**config.mk**
```make
export PLATFORM = sky130hd
export DESIGN_NAME = ts_dma_irq_ctrl
export DESIGN_NICKNAME = d
export VERILOG_FILES = /design/src/rtl/ts_dma_pkg.sv /design/src/rtl/tsd_ctrl_reg.sv /design/src/rtl/tsd_pkt_counter.sv /design/src/rtl/tsd_event_flags.sv /design/src/rtl/ts_dma_irq_ctrl.sv
export SDC_FILE = /design/constraint.sdc
export NUM_CORES = 1
export LEC_CHECK = 0
export ABC_AREA = 1
export BUFFER_PORTS_ARGS = -buffer_cell sky130_fd_sc_hd__buf_2
export CAP_MARGIN = 10
export CELL_PAD_IN_SITES_DETAIL_PLACEMENT = 0
export CELL_PAD_IN_SITES_GLOBAL_PLACEMENT = 2
export CORE_ASPECT_RATIO = 0.8
export CORE_MARGIN = 4
export CORE_UTILIZATION = 23
export DETAILED_ROUTE_END_ITERATION = 16
export HOLD_SLACK_MARGIN = 0.05
export PLACE_DENSITY_LB_ADDON = 0.1
export SETUP_SLACK_MARGIN = 0.2
export SLEW_MARGIN = 0
export SYNTH_ARGS = -nofsm -noshare
export SYNTH_HDL_FRONTEND = slang
export SYNTH_SLANG_ARGS = --single-unit
```
**constraint.sdc**
```tcl
create_clock -name clk -period 4.4 [get_ports clk]
set_clock_uncertainty 0.05 [all_clocks]
set_input_delay 0.88 -clock clk [delete_from_list [all_inputs] [get_ports clk]]
set_output_delay 0.88 -clock clk [all_outputs]
set_load 0.05 [all_outputs]
```
**src/rtl/ts_dma_pkg.sv**
```systemverilog
package ts_dma_pkg;

    localparam int unsigned WORD_W     = 32;
    localparam int unsigned THR_W      = 7;
    localparam int unsigned CNT_FLD_W  = 8;

    // bit positions inside the control/status word
    localparam int unsigned POS_CNT    = 24;
    localparam int unsigned POS_DE_MSK = 17;
    localparam int unsigned POS_DE     = 16;
    localparam int unsigned POS_RUN_N  = 15;
    localparam int unsigned POS_OV_MSK = 14;
    localparam int unsigned POS_AF_MSK = 13;
    localparam int unsigned POS_LK_MSK = 12;
    localparam int unsigned POS_OV     = 11;
    localparam int unsigned POS_AF     = 10;
    localparam int unsigned POS_LK     = 9;
    localparam int unsigned POS_ACK    = 8;

    typedef struct packed {
        logic             de_msk;
        logic             ov_msk;
        logic             af_msk;
        logic             lk_msk;
        logic             run_n;
        logic [THR_W-1:0] thr;
    } ctrl_t;

    typedef struct packed {
        logic de;
        logic ov;
    } evt_t;

    function automatic ctrl_t ctrl_from_word(input logic [WORD_W-1:0] w);
        ctrl_t c;
        c.de_msk = w[POS_DE_MSK];
        c.ov_msk = w[POS_OV_MSK];
        c.af_msk = w[POS_AF_MSK];
        c.lk_msk = w[POS_LK_MSK];
        c.run_n  = w[POS_RUN_N];
        c.thr    = w[THR_W-1:0];
        return c;
    endfunction

    function automatic logic [WORD_W-1:0] status_word(
        input ctrl_t                c,
        input evt_t                 e,
        input logic                 af,
        input logic                 lk,
        input logic [CNT_FLD_W-1:0] cnt
    );
        logic [WORD_W-1:0] w;
        w = '0;
        w[POS_CNT +: CNT_FLD_W] = cnt;
        w[POS_DE_MSK]           = c.de_msk;
        w[POS_DE]               = e.de;
        w[POS_RUN_N]            = c.run_n;
        w[POS_OV_MSK]           = c.ov_msk;
        w[POS_AF_MSK]           = c.af_msk;
        w[POS_LK_MSK]           = c.lk_msk;
        w[POS_OV]               = e.ov;
        w[POS_AF]               = af;
        w[POS_LK]               = lk;
        w[THR_W-1:0]            = c.thr;
        return w;
    endfunction

endpackage

```
**src/rtl/tsd_ctrl_reg.sv**
```systemverilog
module tsd_ctrl_reg
    import ts_dma_pkg::*;
#(
    parameter int unsigned THR_RST = 4
) (
    input  logic              clk,
    input  logic              rst,
    input  logic              wr,
    input  logic [WORD_W-1:0] wdata,
    output ctrl_t             ctrl
);
    ctrl_t ctrl_q;

    always_ff @(posedge clk) begin
        if (rst) begin
            ctrl_q.de_msk <= 1'b1;
            ctrl_q.ov_msk <= 1'b1;
            ctrl_q.af_msk <= 1'b1;
            ctrl_q.lk_msk <= 1'b1;
            ctrl_q.run_n  <= 1'b0;
            ctrl_q.thr    <= THR_W'(THR_RST);
        end else if (wr) begin
            ctrl_q <= ctrl_from_word(wdata);
        end
    end

    assign ctrl = ctrl_q;
endmodule

```
**src/rtl/tsd_pkt_counter.sv**
```systemverilog
module tsd_pkt_counter
    import ts_dma_pkg::*;
#(
    parameter int unsigned BUF_PKTS  = 8,
    parameter int unsigned PKT_BYTES = 188,
    parameter int unsigned AF_MARGIN = 2,
    parameter int unsigned ADDR_W    = 32
) (
    input  logic                 clk,
    input  logic                 rst,
    input  logic                 run_n,
    input  logic [THR_W-1:0]     thr,
    input  logic                 addr_wr,
    input  logic [ADDR_W-1:0]    addr_wdata,
    input  logic                 pkt_start,
    output logic [CNT_FLD_W-1:0] cnt,
    output logic [ADDR_W-1:0]    wr_addr,
    output logic                 accept,
    output logic                 drop,
    output logic                 thr_hit,
    output logic                 almost_full
);
    localparam int unsigned CNT_W    = $clog2(BUF_PKTS + 1);
    localparam logic [CNT_W-1:0] CAP = CNT_W'(BUF_PKTS);
    localparam logic [CNT_W-1:0] AF_LVL = CNT_W'(BUF_PKTS - AF_MARGIN);
    localparam logic [ADDR_W-1:0] STEP = ADDR_W'(PKT_BYTES);

    logic [CNT_W-1:0]  cnt_q, cnt_eff, cnt_inc, cnt_d;
    logic [ADDR_W-1:0] base_q;
    logic              active, full;

    // an address write restarts the buffer before the packet of this cycle lands
    assign cnt_eff = addr_wr ? '0 : cnt_q;
    assign cnt_inc = cnt_eff + 1'b1;
    assign active  = pkt_start & run_n;
    assign full    = (cnt_eff == CAP);
    assign accept  = active & ~full;
    assign drop    = active & full;
    assign thr_hit = accept && (thr != '0)
                     && (CNT_FLD_W'(cnt_inc) == CNT_FLD_W'(thr));

    always_comb begin
        if (!run_n)      cnt_d = '0;
        else if (accept) cnt_d = cnt_inc;
        else             cnt_d = cnt_eff;
    end

    always_ff @(posedge clk) begin
        if (rst) begin
            cnt_q  <= '0;
            base_q <= '0;
        end else begin
            cnt_q <= cnt_d;
            if (addr_wr) base_q <= addr_wdata;
        end
    end

    generate
        if (AF_MARGIN == 0) begin : g_af_full
            assign almost_full = (cnt_q == CAP);
        end else begin : g_af_margin
            assign almost_full = (cnt_q >= AF_LVL);
        end
    endgenerate

    assign cnt     = CNT_FLD_W'(cnt_q);
    assign wr_addr = base_q + ADDR_W'(cnt_q) * STEP;
endmodule

```
**src/rtl/tsd_event_flags.sv**
```systemverilog
module tsd_event_flags
    import ts_dma_pkg::*;
(
    input  logic clk,
    input  logic rst,
    input  logic set_de,
    input  logic set_ov,
    input  logic ack,
    input  logic de_msk,
    input  logic ov_msk,
    output evt_t flags,
    output logic irq
);
    evt_t flags_q;

    always_ff @(posedge clk) begin
        if (rst) begin
            flags_q <= '0;
        end else begin
            // new events win over an acknowledge in the same cycle
            flags_q.de <= set_de | (flags_q.de & ~ack);
            flags_q.ov <= set_ov | (flags_q.ov & ~ack);
        end
    end

    assign flags = flags_q;
    assign irq   = (flags_q.de & ~de_msk) | (flags_q.ov & ~ov_msk);
endmodule

```
**src/rtl/ts_dma_irq_ctrl.sv**
```systemverilog
module ts_dma_irq_ctrl
    import ts_dma_pkg::*;
#(
    parameter int unsigned BUF_PKTS  = 8,
    parameter int unsigned PKT_BYTES = 188,
    parameter int unsigned AF_MARGIN = 2,
    parameter int unsigned ADDR_W    = 32
) (
    input  logic              clk,
    input  logic              rst,
    input  logic              csr_wr,
    input  logic [31:0]       csr_wdata,
    input  logic              addr_wr,
    input  logic [ADDR_W-1:0] addr_wdata,
    input  logic              pkt_start,
    input  logic              lock_in,
    output logic [31:0]       csr_rdata,
    output logic [ADDR_W-1:0] wr_addr,
    output logic              pkt_accept,
    output logic              pkt_drop,
    output logic              irq
);
    localparam int unsigned THR_RST = BUF_PKTS / 2;

    ctrl_t                ctrl;
    evt_t                 flags;
    logic [CNT_FLD_W-1:0] cnt;
    logic                 thr_hit, almost_full, ack;

    assign ack = csr_wr & csr_wdata[POS_ACK];

    tsd_ctrl_reg #(.THR_RST(THR_RST)) u_ctrl (
        .clk   (clk),
        .rst   (rst),
        .wr    (csr_wr),
        .wdata (csr_wdata),
        .ctrl  (ctrl)
    );

    tsd_pkt_counter #(
        .BUF_PKTS  (BUF_PKTS),
        .PKT_BYTES (PKT_BYTES),
        .AF_MARGIN (AF_MARGIN),
        .ADDR_W    (ADDR_W)
    ) u_cnt (
        .clk         (clk),
        .rst         (rst),
        .run_n       (ctrl.run_n),
        .thr         (ctrl.thr),
        .addr_wr     (addr_wr),
        .addr_wdata  (addr_wdata),
        .pkt_start   (pkt_start),
        .cnt         (cnt),
        .wr_addr     (wr_addr),
        .accept      (pkt_accept),
        .drop        (pkt_drop),
        .thr_hit     (thr_hit),
        .almost_full (almost_full)
    );

    tsd_event_flags u_evt (
        .clk    (clk),
        .rst    (rst),
        .set_de (thr_hit),
        .set_ov (pkt_drop),
        .ack    (ack),
        .de_msk (ctrl.de_msk),
        .ov_msk (ctrl.ov_msk),
        .flags  (flags),
        .irq    (irq)
    );

    assign csr_rdata = status_word(ctrl, flags, almost_full, lock_in, cnt);
endmodule

```
[Yosys cells after proc, flatten, opt, wreduce, memory -nomap -nowiden]
Cells that the tools add are included.
Storage, ports and cells
  bits in registers: 50
  input port bits: 70
  output and inout port bits: 67
  word-level logic and storage cells: 38
Operators by class
  $add $sub $neg: 2
  multipliers: 1
  order comparisons: 1
  equal/unequal tests: 2
  muxes and demuxes: 2
  bitwise gates (word level): 16
  reductions and logical operators: 4
Operator list (count)
  $add A32 B12 Y32: 1
  $mul A4 B6 Y10 const B: 1
  $and A1 B1 Y1: 8
  $mux W4: 2
  $eq A4 B7 Y1: 1
  $reduce_bool A7 Y1: 1
  $not A1 Y1: 5
  $add A4 B1 Y4 const B: 1
  $eq A4 B4 Y1 const B: 1
  $ge A4 B3 Y1 const B: 1
  $or A1 B1 Y1: 3
  $logic_and A1 B1 Y1: 2
  $reduce_or A2 Y1: 1

[Depth between registers and ports, before layout]
  word-level depth: 7
  gate-level depth with buffers: 24
  depth with buffers taken out: 24

[Hierarchy]
From an unflattened synthesis, not the netlist that was laid out.
Unflattened totals
  cell total of the unflattened synthesis: 598
  area total of the unflattened synthesis: 3917.5 um^2
By module, submodules not included
  tsd_pkt_counter: instances 1, cells an instance 505, area an instance 3268.1 um^2
  tsd_ctrl_reg: instances 1, cells an instance 67, area an instance 478.0 um^2
  ts_dma_irq_ctrl: instances 1, cells an instance 13, area an instance 86.3 um^2
  tsd_event_flags: instances 1, cells an instance 13, area an instance 85.1 um^2

[Least setup slack after synthesis]
Ideal clock, no wire load.
  path type: register to output
  from: register u_cnt.cnt_q[2]
  to: output wr_addr[15]
  arrival: 4585 ps
  required time: 3470 ps
  path slack: -1115 ps
  cell stages (with the launch flop): 17
  path buffers: 0
  cells stage by stage: dfxtp_1 > fa_1 > fa_1 > inv_1 > fa_1 > o21ai_0 > nand2_1 > nand2_1 > nand2_1 > nand3_1 > nand2_1 > ha_1 > a21oi_1 > nand2_1 > a21oi_1 > o21ai_4 > xor2_1
Between the ends
  word-level cells in the longest chain between the ends: 2
RTL lines
  start: declaration: line tsd_pkt_counter.sv:28  | logic [CNT_W-1:0] cnt_q, cnt_eff, cnt_inc, cnt_d;
  start signal: assignment: line tsd_pkt_counter.sv:53  | cnt_q <= cnt_d;
  $mul A4 B6 Y10: line tsd_pkt_counter.sv:67  | assign wr_addr = base_q + ADDR_W'(cnt_q) * STEP;
  $add A32 B12 Y32: line tsd_pkt_counter.sv:67
  end: declaration: line ts_dma_irq_ctrl.sv:18  | output logic [ADDR_W-1:0] wr_addr,
No other way between the ends.

[Final worst setup path]
  from: register u_cnt.cnt_q[1]
  to: output wr_addr[31]
The elaborated chain is that of the path after synthesis.

==> results.sh <==
export IMPL_wire_per_inst_um=14.4
export IMPL_cts_made_buffers=5
export IMPL_overflow=0
export IMPL_powerDensity_nw_per_um2=228
export IMPL_tritoncts="yes"
export IMPL_ys_top_cells_by_area="dfxtp_1, nand2_1, ha_1"
export IMPL_clkTransAtPathRegs_ps=80
export IMPL_dp_hpwl_um=10700
export IMPL_worst_pin_slew_ps=768
export IMPL_postSynth_asyncResetShare_pct=0
export IMPL_required_ps=3470
export IMPL_synth_cells=574
export IMPL_grt_max_degree=40
export IMPL_drive_gt1_share_pct=46.5
export IMPL_finalHoldViolCount=0
export IMPL_drcViolationCount=0
export IMPL_track_usage_pct=14.7
export IMPL_grt_pass1_vias=4178
export IMPL_pre_cts_slack_ps=-299
export IMPL_period_share_pct=109
export IMPL_ys_types=33
export IMPL_max_freq_mhz=209
export IMPL_maxSlewViolCount=0
export IMPL_hp_class="flop to flop"
export IMPL_status="finished with violations"
export IMPL_synth_largest_area_cell="dfxtp_1"
export IMPL_htreeDepth=2
export IMPL_p_total_mw=1.42
export IMPL_antenna_found_initial=1
export IMPL_syn_cell_area_um2=3810
export IMPL_core_area_um2=16000
export IMPL_ir_worst_vdd_mv=0.145
export IMPL_setup_viol=25
export IMPL_area_delta_synth_final_pct=62.8
export IMPL_violations="negative setup slack"
export IMPL_ys_seq_area_share_pct=26.2
export IMPL_routed_via_density=4.30
export IMPL_port_buffer_count=103
export IMPL_vias=3995
export IMPL_nets=817
export IMPL_finalCriticalPeriod_ps=4790
export IMPL_gp_congestion=0.775
export IMPL_clockRootBuffer="clkbuf_16"
export IMPL_die_area_um2=18700
export IMPL_worstPathArrival_ps=3860
export IMPL_wl_um=13400
export IMPL_post_route_util_pct=38.8
export IMPL_cp_end_kind="output pin"
export IMPL_crit_path_start_kind="flop"
export IMPL_dr_pass1_iters=4
export IMPL_tns_ps=-6960
export IMPL_path_class="flop to output pin"
export IMPL_die_w_um=152
export IMPL_ys_flop_type="dfxtp_1"
export IMPL_ctsLongestPathBuffers=2
export IMPL_crit_path_max_fanout=7
export IMPL_worst_skew_pair_late_latency_ps=300
export IMPL_drtIter0Drc=144
export IMPL_avgSynthCellArea_um2=6.65
export IMPL_worst_slack_ps=-389
export IMPL_die_h_um=123
export IMPL_rsz0062_at_grt="yes"
export IMPL_slew_limit_headroom_pct=48.7
export IMPL_drv_cap=0
export IMPL_core_rowCount=41
export IMPL_synth_edf_count=0
export IMPL_start_util_pct=23.8
export IMPL_ant_nets=0
export IMPL_ys_warn_count=0
export IMPL_synth_top_area_share_pct=26.2
export IMPL_synth_seq_cells=50
export IMPL_grt_pass1_wl_um=21800
export IMPL_numClockSinks=50
export IMPL_ios=137
export IMPL_leakage_nw=2.96
[flip-flops by register name (all words and copies together), names as in the netlist]
signal,count
u_ctrl.ctrl,12
u_cnt.base_q,32
u_cnt.cnt_q,4
u_evt.flags,2
[cell families (layout without fill, tap and decap cells)]
family                     Yosys count  count (layout)  share of synthesized area, %
other                                1              13                        0.0983
DFF                                 50              50                          26.2
xor gates and xnor gates            18              18                          4.13
AOI/OAI and AO/OA                   87              87                          12.1
and+or+nand+nor                    290             290                          34.2
adders and majority gates           34              34                          12.1
buffers and inverters               94             223                          11.1
[final timing paths]
check,to,slack (ps),cells past startpoint,from
worst min-delay path,u_ctrl.ctrl[9],410,2,u_ctrl.ctrl[9]
worst max register to register,u_evt.flags[1],2710,9,u_cnt.cnt_q[1]
worst min register to register,u_ctrl.ctrl[9],410,2,u_ctrl.ctrl[9]
worst max-delay path,wr_addr[31],-390,20,u_cnt.cnt_q[1]
[cells in the mapped netlist, drive strengths merged, types with 2 or more instances]
cell / number
nor2: 88
nor3b: 3
nand4: 11
a21oi: 29
dfxtp: 50
xnor2: 4
nand3: 39
inv: 63
ha: 29
clkbuf: 9
xor2: 14
a21o: 2
nor3: 5
nand2: 139
fa: 5
a31oi: 2
o21ai: 51
nand3b: 5
buf: 22
[layout by cell type (no fill, tap or decap), types with 14 or more instances in the layout]
| cell | instances |
|---|---|
| buf_8 | 14 |
| a21oi_1 | 21 |
| buf_6 | 27 |
| buf_4 | 33 |
| nand2_4 | 29 |
| nand2_1 | 68 |
| buf_2 | 76 |
| dfxtp_1 | 46 |
| nand3_1 | 23 |
| ha_1 | 19 |
| inv_1 | 45 |
| nand2_2 | 41 |
| o21ai_0 | 44 |
| nor2_1 | 72 |
| inv_2 | 17 |
[layer usage]
| layer | part of all wire [%] | vias up | wire (um) | GRT usage [%] |
|---|---|---|---|---|
| met3 | 5.1 | 7 | 684 | 3.81 |
| met4 | 0.59 | 2 | 79 | 2.36 |
| met2 | 43 | 78 | 5800 | 23.8 |
| met5 | 0.052 | - | 7 | 0 |
| met1 | 51 | 1810 | 6820 | 20.1 |
| li1 | - | 2098 | - | - |
[layout make-up]
class                      count  area, um^2
clock inverter                 3        47.5
sequential                    50        1010
inverter                      63         239
tap                          215         269
multi-input combinational    441        3330
timing repair buffer         152        1180
fill                        1709        9790
clock buffer                   5         125
antenna                        1        2.50
[worst max-delay path, stage by stage (launching register included)]
cell and delay, ps:
dfxtp_4 350, fa_2 480, fa_1 520, inv_1 60
fa_2 350, o21ai_2 140, nand2_1 60, nand2_1 50
nand2_1 60, nand3_1 80, nand2_2 80, ha_4 280
a21oi_4 170, nand2_2 100, a21oi_2 170, o21ai_4 80
buf_12 150, nand2_1 70, nand2_2 70, nand2_4 70
buf_8 140
[stage by stage]
| stage | hold WS, ps | instance area (um^2) | instances |
|---|---|---|---|
| 6_report | 415 | 6210 | 930 |
| 5_1_grt | 440 | 6210 | 929 |
| 4_1_cts | 418 | 6070 | 927 |
| 3_5_place_dp | 396 | 5320 | 915 |
| 3_3_place_gp | 393 | 5320 | 915 |
| 2_1_floorplan | 402 | 4390 | 585 |
[timing repair]
action                                  in CTS  in global routing
resized for setup                          145                 31
pin swaps                                   28                 24
hold buffers                                 0                  0
endpoints found under the setup margin      27                 27
setup buffers                                4                  2
[power by group]
| part | internal [mW] | switching (mW) | total (mW) | leakage, nW |
|---|---|---|---|---|
| combinational | 0.156 | 0.275 | 0.430 | 2.45 |
| sequential | 0.479 | 0.0378 | 0.517 | 0.417 |
| clock | 0.273 | 0.195 | 0.468 | 0.0863 |
| total | 0.908 | 0.508 | 1.42 | 2.96 |
(Power assumes the default switching activity.)
